[config.mk]
export PLATFORM = sky130hd
export DESIGN_NAME = gpio_fn_handler
export DESIGN_NICKNAME = d
export VERILOG_FILES = /design/src/rtl/gpiofn_pkg.sv /design/src/rtl/gpiofn_sync.sv /design/src/rtl/gpiofn_parse.sv /design/src/rtl/gpiofn_cfg.sv /design/src/rtl/gpiofn_snap.sv /design/src/rtl/gpio_fn_handler.sv
export SDC_FILE = /design/constraint.sdc
export NUM_CORES = 1
export LEC_CHECK = 0
export CAP_MARGIN = 20
export CORE_MARGIN = 2
export CORE_UTILIZATION = 38
export DETAILED_ROUTE_END_ITERATION = 7
export GPL_TIMING_DRIVEN = 0
export PLACE_DENSITY = 0.62
export RECOVER_POWER = 50
export SETUP_SLACK_MARGIN = 0.4
export SLEW_MARGIN = 5
export SYNTH_ARGS = -nofsm -noshare
export SYNTH_HDL_FRONTEND = slang
export SYNTH_HIERARCHICAL = 1
export SYNTH_SLANG_ARGS = --single-unit
[constraint.sdc]
create_clock -name clk -period 2.05 [get_ports clk]
set_clock_uncertainty 0.2 [all_clocks]
set_input_delay 0.41 -clock clk [delete_from_list [all_inputs] [get_ports clk]]
set_output_delay 0.41 -clock clk [all_outputs]
set_load 0.02 [all_outputs]
[src/rtl/gpiofn_pkg.sv]
package gpiofn_pkg;
  localparam int unsigned BYTE_W = 8;
  localparam logic [BYTE_W-1:0] FN_SAMPLE = 8'hF5;
  localparam logic [BYTE_W-1:0] FN_ENABLE = 8'hF6;
  localparam logic [BYTE_W-1:0] FN_MODE   = 8'hF7;
  localparam logic [BYTE_W-1:0] FN_FETCH  = 8'h01;

  typedef enum logic [1:0] {
    ST_ID   = 2'd0,
    ST_DATA = 2'd1,
    ST_SKIP = 2'd2
  } parse_st_t;

  typedef enum logic {
    WR_ENABLE = 1'b0,
    WR_MODE   = 1'b1
  } wr_kind_t;
endpackage

[src/rtl/gpiofn_sync.sv]
module gpiofn_sync #(
  parameter int unsigned W      = 4,
  parameter int unsigned STAGES = 2
) (
  input  logic         clk,
  input  logic         rst_n,
  input  logic [W-1:0] async_i,
  output logic [W-1:0] sync_o
);
  for (genvar b = 0; b < W; b++) begin : g_bit
    logic [STAGES-1:0] chain_q;
    always_ff @(posedge clk) begin
      if (!rst_n) chain_q <= '0;
      else        chain_q <= {chain_q[STAGES-2:0], async_i[b]};
    end
    assign sync_o[b] = chain_q[STAGES-1];
  end
endmodule

[src/rtl/gpiofn_parse.sv]
module gpiofn_parse
  import gpiofn_pkg::*;
(
  input  logic              clk,
  input  logic              rst_n,
  input  logic              cmd_valid,
  output logic              cmd_ready,
  input  logic [BYTE_W-1:0] cmd_data,
  input  logic              cmd_last,
  input  logic              rsp_valid,
  input  logic              rsp_ready,
  output logic              cap_stb,
  output logic              fetch_stb,
  output logic              wr_en_stb,
  output logic              wr_mode_stb,
  output logic [BYTE_W-1:0] wr_data,
  output logic              err_o
);
  parse_st_t st_q, st_d;
  wr_kind_t  kind_q, kind_d;
  logic      err_q, err_d;
  logic      acc;

  assign cmd_ready = !rsp_valid || rsp_ready;
  assign acc       = cmd_valid && cmd_ready;
  assign wr_data   = cmd_data;
  assign err_o     = err_q;

  always_comb begin
    st_d        = st_q;
    kind_d      = kind_q;
    err_d       = 1'b0;
    cap_stb     = 1'b0;
    fetch_stb   = 1'b0;
    wr_en_stb   = 1'b0;
    wr_mode_stb = 1'b0;
    if (acc) begin
      unique case (st_q)
        ST_ID: begin
          if (cmd_data == FN_SAMPLE) begin
            cap_stb = 1'b1;
            st_d    = cmd_last ? ST_ID : ST_SKIP;
          end else if (cmd_data == FN_FETCH) begin
            fetch_stb = 1'b1;
            st_d      = cmd_last ? ST_ID : ST_SKIP;
          end else if (cmd_data == FN_ENABLE || cmd_data == FN_MODE) begin
            kind_d = (cmd_data == FN_MODE) ? WR_MODE : WR_ENABLE;
            st_d   = cmd_last ? ST_ID : ST_DATA;
          end else begin
            err_d = 1'b1;
            st_d  = cmd_last ? ST_ID : ST_SKIP;
          end
        end
        ST_DATA: begin
          wr_en_stb   = (kind_q == WR_ENABLE);
          wr_mode_stb = (kind_q == WR_MODE);
          st_d        = cmd_last ? ST_ID : ST_SKIP;
        end
        ST_SKIP: begin
          if (cmd_last) st_d = ST_ID;
        end
        default: st_d = ST_ID;
      endcase
    end
  end

  always_ff @(posedge clk) begin
    if (!rst_n) begin
      st_q   <= ST_ID;
      kind_q <= WR_ENABLE;
      err_q  <= 1'b0;
    end else begin
      st_q   <= st_d;
      kind_q <= kind_d;
      err_q  <= err_d;
    end
  end

  // an error pulse is always caused by a function byte taken in ST_ID
  p_err_cause_r8: assert property (@(posedge clk) disable iff (!rst_n)
    err_q |-> $past(acc && st_q == ST_ID));
  // at most one action per accepted byte
  p_one_action_r10: assert property (@(posedge clk) disable iff (!rst_n)
    $onehot0({cap_stb, fetch_stb, wr_en_stb, wr_mode_stb, err_d}));
endmodule

[src/rtl/gpiofn_cfg.sv]
module gpiofn_cfg
  import gpiofn_pkg::*;
#(
  parameter int unsigned NPINS  = 4,
  parameter int unsigned MODE_W = 2
) (
  input  logic                    clk,
  input  logic                    rst_n,
  input  logic                    wr_en_stb,
  input  logic                    wr_mode_stb,
  input  logic [BYTE_W-1:0]       wr_data,
  output logic [NPINS-1:0]        en_o,
  output logic [NPINS*MODE_W-1:0] mode_o
);
  logic [NPINS-1:0] en_q;
  assign en_o = en_q;

  for (genvar p = 0; p < NPINS; p++) begin : g_pin
    logic [MODE_W-1:0] mode_q;
    logic              fresh;
    assign fresh = wr_en_stb && wr_data[p] && !en_q[p];

    always_ff @(posedge clk) begin
      if (!rst_n) begin
        en_q[p] <= 1'b0;
        mode_q  <= '0;
      end else begin
        if (wr_en_stb) en_q[p] <= wr_data[p];
        if (wr_mode_stb)  mode_q <= wr_data[p*MODE_W +: MODE_W];
        else if (fresh)   mode_q <= '0;
      end
    end
    assign mode_o[p*MODE_W +: MODE_W] = mode_q;

    // a pin that has just become GPIO sits in quasi-bidirectional mode
    p_fresh_quasi_r3: assert property (@(posedge clk) disable iff (!rst_n)
      $rose(en_q[p]) |-> mode_q == '0);
  end

  // the mask only moves on an enable write
  p_en_hold_r2: assert property (@(posedge clk) disable iff (!rst_n)
    !wr_en_stb |=> $stable(en_q));
  // modes only move on a mode write or a fresh enable
  p_mode_hold_r4: assert property (@(posedge clk) disable iff (!rst_n)
    !wr_en_stb && !wr_mode_stb |=> $stable(mode_o));
endmodule

[src/rtl/gpiofn_snap.sv]
module gpiofn_snap
  import gpiofn_pkg::*;
#(
  parameter int unsigned NPINS = 4
) (
  input  logic              clk,
  input  logic              rst_n,
  input  logic [NPINS-1:0]  pins_i,
  input  logic [NPINS-1:0]  en_i,
  input  logic              cap_stb,
  input  logic              fetch_stb,
  input  logic              rsp_ready,
  output logic              rsp_valid,
  output logic [BYTE_W-1:0] rsp_data
);
  localparam int unsigned PAD_W = BYTE_W - NPINS;

  logic [BYTE_W-1:0] buf_q;
  logic              buf_vld_q;
  logic              rv_q;
  logic [BYTE_W-1:0] rd_q;

  always_ff @(posedge clk) begin
    if (!rst_n) begin
      buf_q     <= '0;
      buf_vld_q <= 1'b0;
    end else if (cap_stb) begin
      buf_q     <= {{PAD_W{1'b0}}, pins_i & en_i};
      buf_vld_q <= 1'b1;
    end else if (fetch_stb) begin
      buf_vld_q <= 1'b0;
    end
  end

  always_ff @(posedge clk) begin
    if (!rst_n) begin
      rv_q <= 1'b0;
      rd_q <= '0;
    end else if (fetch_stb) begin
      rv_q <= 1'b1;
      rd_q <= buf_vld_q ? buf_q : '0;
    end else if (rsp_ready) begin
      rv_q <= 1'b0;
    end
  end

  assign rsp_valid = rv_q;
  assign rsp_data  = rd_q;

  // a waiting response holds its byte
  p_rsp_hold_r9: assert property (@(posedge clk) disable iff (!rst_n)
    rv_q && !rsp_ready |=> rv_q && $stable(rd_q));
  // a fetch consumes the buffer and offers a byte
  p_fetch_clears_r7: assert property (@(posedge clk) disable iff (!rst_n)
    fetch_stb |=> !buf_vld_q && rv_q);
  // a sample validates the buffer with zero upper bits
  p_sample_r6: assert property (@(posedge clk) disable iff (!rst_n)
    cap_stb |=> buf_vld_q && buf_q[BYTE_W-1:NPINS] == '0);
endmodule

[src/rtl/gpio_fn_handler.sv]
module gpio_fn_handler
  import gpiofn_pkg::*;
#(
  parameter int unsigned NPINS       = 4,
  parameter int unsigned MODE_W      = 2,
  parameter int unsigned SYNC_STAGES = 2
) (
  input  logic                    clk,
  input  logic                    rst_n,
  input  logic                    cmd_valid,
  output logic                    cmd_ready,
  input  logic [7:0]              cmd_data,
  input  logic                    cmd_last,
  output logic                    rsp_valid,
  input  logic                    rsp_ready,
  output logic [7:0]              rsp_data,
  input  logic [NPINS-1:0]        pin_level,
  output logic [NPINS-1:0]        gpio_en,
  output logic [NPINS*MODE_W-1:0] pin_mode,
  output logic                    cmd_err
);
  logic              cap_stb, fetch_stb, wr_en_stb, wr_mode_stb;
  logic [BYTE_W-1:0] wr_data;
  logic [NPINS-1:0]  pins_sync;

  gpiofn_sync #(.W(NPINS), .STAGES(SYNC_STAGES)) u_sync (
    .clk(clk), .rst_n(rst_n), .async_i(pin_level), .sync_o(pins_sync));

  gpiofn_parse u_parse (
    .clk(clk), .rst_n(rst_n),
    .cmd_valid(cmd_valid), .cmd_ready(cmd_ready),
    .cmd_data(cmd_data), .cmd_last(cmd_last),
    .rsp_valid(rsp_valid), .rsp_ready(rsp_ready),
    .cap_stb(cap_stb), .fetch_stb(fetch_stb),
    .wr_en_stb(wr_en_stb), .wr_mode_stb(wr_mode_stb),
    .wr_data(wr_data), .err_o(cmd_err));

  gpiofn_cfg #(.NPINS(NPINS), .MODE_W(MODE_W)) u_cfg (
    .clk(clk), .rst_n(rst_n),
    .wr_en_stb(wr_en_stb), .wr_mode_stb(wr_mode_stb),
    .wr_data(wr_data), .en_o(gpio_en), .mode_o(pin_mode));

  gpiofn_snap #(.NPINS(NPINS)) u_snap (
    .clk(clk), .rst_n(rst_n),
    .pins_i(pins_sync), .en_i(gpio_en),
    .cap_stb(cap_stb), .fetch_stb(fetch_stb),
    .rsp_ready(rsp_ready), .rsp_valid(rsp_valid), .rsp_data(rsp_data));

  // no command byte is taken while a response is blocked
  p_stall_r9: assert property (@(posedge clk) disable iff (!rst_n)
    rsp_valid && !rsp_ready && cmd_valid |=> $stable(gpio_en) && $stable(pin_mode));
endmodule

==> results of run 1 <==
==> registers in the layout (all words and copies together) (netlist names), 2 cells and up <==
signal                cells
u_cfg/en_o                4
u_cfg/g_pin.mode_q        8
u_snap/rsp_data           4
u_parse/st_q              2
u_sync/g_bit.chain_q      8
u_snap/buf_q              4
==> layer usage <==
metal	vias up	GRT usage
met2	23	0.274
met4	0	0.0612
met3	2	0.0405
met5	-	0
met1	599	0.195
li1	630	-
==> area by class of cell <==
cell class	instances	area [µm²]
repair buffers	47	442
plain buffers	23	199
inverters	1	3.75
multi-input cells	98	741
flip-flops and latches	34	684
clock buffers	6	82.6
fillers	332	1470
well taps	48	60.1
clock inverters	2	60.1
==> stage by stage <==
step / area [µm²] / setup WS, ns
2_1_floorplan: 1540 / 0.211
3_3_place_gp: 1950 / -0.290
3_5_place_dp: 1950 / -0.336
4_1_cts: 2180 / 0.147
5_1_grt: 2270 / 0.137
6_report: 2270 / 0.215
==> where the power goes <==
part | switching (mW) | internal, mW | leakage, nW
registers | 0.00297 | 0.669 | 0.277
logic | 0.0553 | 0.0659 | 0.646
clock network | 0.232 | 0.519 | 0.0714
total | 0.291 | 1.25 | 0.994
==> repair_timing <==
| item | in CTS | in global routing |
|---|---|---|
| resized for setup | 48 | 17 |
| endpoints found under the setup margin | 45 | 28 |
| cloned | 2 | 1 |
| pin swaps | 21 | 6 |
| hold buffers | 0 | 0 |
| buffers inserted | 6 | 4 |
==> final timing paths <==
kind | from | to | slack [ns] | depth (start not counted)
setup / recovery | cmd_data[2] | u_snap/buf_vld_q | 0.21 | 6
hold / removal | u_sync/g_bit[2].chain_q[0] | u_sync/g_bit[2].chain_q[1] | 0.23 | 1
setup reg to reg | u_snap/rsp_valid | u_snap/buf_vld_q | 0.21 | 8
hold reg to reg | u_sync/g_bit[2].chain_q[0] | u_sync/g_bit[2].chain_q[1] | 0.23 | 1
==> cells by family (layout without fill, tap and decap cells) <==
| kind of cell | count (synthesis) | in the layout | synth area share |
|---|---|---|---|
| and+or+nand+nor | 72 | 73 | 0.301 |
| DFF | 34 | 34 | 0.451 |
| buffers and inverters | 24 | 79 | 0.128 |
| AOI/OAI and AO/OA | 11 | 11 | 0.0514 |
| muxes | 10 | 10 | 0.0663 |
| other | 1 | 4 | 0.00249 |
==> cells in the mapped netlist <==
library cell  instances
dfxtp_1              34
buf_4                16
nand2_1              12
nand3b_1             11
mux2i_1              10
nand4_1               9
and2_1                8
nor2_1                6
nor2b_1               6
nor3b_1               6
buf_6                 4
o21ai_0               4
and4bb_1              3
nand3_1               3
and3b_1               2
o21a_1                2
a211oi_1              1
a41o_1                1
and3_1                1
and4_1                1
buf_2                 1
buf_8                 1
clkbuf_1              1
conb_1                1
inv_1                 1
nand4b_1              1
nor3_1                1
o211ai_1              1
o311a_1               1
o31ai_1               1
or2b_2                1
or4_1                 1
==> worst max-delay path: stages <==
cell and delay [ns]:
dlygate4sd2_1 0.27, or4_4 0.57, nor3_4 0.23, buf_6 0.14, nor2b_1 0.04, o21a_1 0.16
==> cell usage in the layout (no fill, tap or decap), types with 3 or more instances in the layout <==
master	synthesis	final
clkdlybuf4s25_1	0	4
nor2b_1	6	6
dfxtp_1	34	33
dlygate4sd2_1	0	22
conb_1	1	4
and2_0	0	5
and2_1	8	3
nor3b_2	0	5
nand3b_1	11	11
mux2i_1	10	10
nor2_1	6	3
clkdlybuf4s50_1	0	6
clkbuf_8	0	6
buf_6	4	9
buf_4	16	23
nand2_1	12	11
nand4_1	9	9
==> impl_metrics.toml, run 1 <==
[floorplanning]
die_w_um = 67.0
core_area_um2 = 3740
floorplan.rows = 22
initial_standard_cell_utilization_of_the_core = 0.403
die_y_um = 67.0
die_area_um2 = 4490
boundaryPins = 40

[grt]
grt_pass1_vias = 1206
globalRouteTotalUtil = 0.162
antenna_violations_before_repair = 0
maximum_number_of_pins_on_one_net_before_global_route_repair = 21
global_route_wire_length_before_repair_mm = 5.44
global_route.overflow_total = 0

[critical_path]
worstSetupEndpointType = "register"
setup.worst_path.class = "in2reg"
worstPathRequired_ns = 2.03
cp-start-kind = "input port"
timing.critical_path.arrival_ns = 1.81
timing.critical_path.fanout_max = 5

[synthesis]
synth_top_area_share = 0.451
syn_avg_cell_area_um2 = 9.93
netlist_area_um2 = 1510
synth_seq_cells = 34
synthDominantAreaCellType = "dfxtp_1"
synth_seq_area_share = 0.451
yosys_warnings = 6
synth_top_cells_by_area = "dfxtp_1 (45%), buf_4 (8.0%), mux2i_1 (6.6%)"
yosys.cell_types.count = 32
synthCells = 152

[sta]
timing_max_transition_violations_final = 0
rsz_0062_raised_after_global_routing = "yes"
tightest_slew_ns = 0.674
period_needed_ns = 1.84
relative_max_transition_margin = 0.551
final.setup.tns_ns = 0
fmax_mhz = 545
worst_hold_slack_ns = 0.233
final_min_period_over_clock_period = 0.895
setup-violations-final = 0
hold_viol_final = 0

[routing]
highest_layer = "met4"
drt.antenna.violating_nets = 0
drt-vias-per-instance = 4.84
post_drt_wl_per_cell_um = 13.0
totalWireLength_mm = 3.36
routed-wl-met2_mm = 1.67
drt_first_iter_violations = 48
vias = 1254
met3WireLength_um = 116
drt_first_pass_iters = 4
drc_errors = 0
met1Wirelength_mm = 1.55

[status]
run_status = "finished clean"

[clock_network]
cts.sink_count = 34
clk_transition_reported_paths_ns = 0.07
ctsLongestPathBuffers = 2
cts_htree_levels = 2
clk_latency_ns = 0.28
tritoncts_buffers = 5
clock_tree_root_buffer_cell = "clkbuf_8"
tritoncts_clock_tree = "yes"

[power_and_ir_drop]
power.leakage_nw = 0.994
post-layout-total-power_mw = 1.54
maximum_vdd_ir_drop_mv = 0.431
power_per_cell_area_nw_per_um2 = 680

[place]
io_buffer_count = 35
dp.final_hpwl_mm = 2.30
placedCellCount = 238
globalplace.congestion = 0.774

[cells_and_area]
area_delta_synth_final_pct = 50.6
antennaDiodeCount = 0
design.final.nets = 227
final_layout_size_suffix_gt1_frac = 0.303
final_core_utilization = 0.607
finalNonFillerCells = 259

[flow_run]
max_cap_violations = 0

[min_path]
hp-class = "reg2reg"
No activity file was read; power rests on OpenSTA's default activity.
==> inputs of run 2 (changes only) <==
Settings changed: SLEW_MARGIN 5 to 20.
==> results of run 2 <==
Final layout, timing and power as in run 1 (identical DEF).
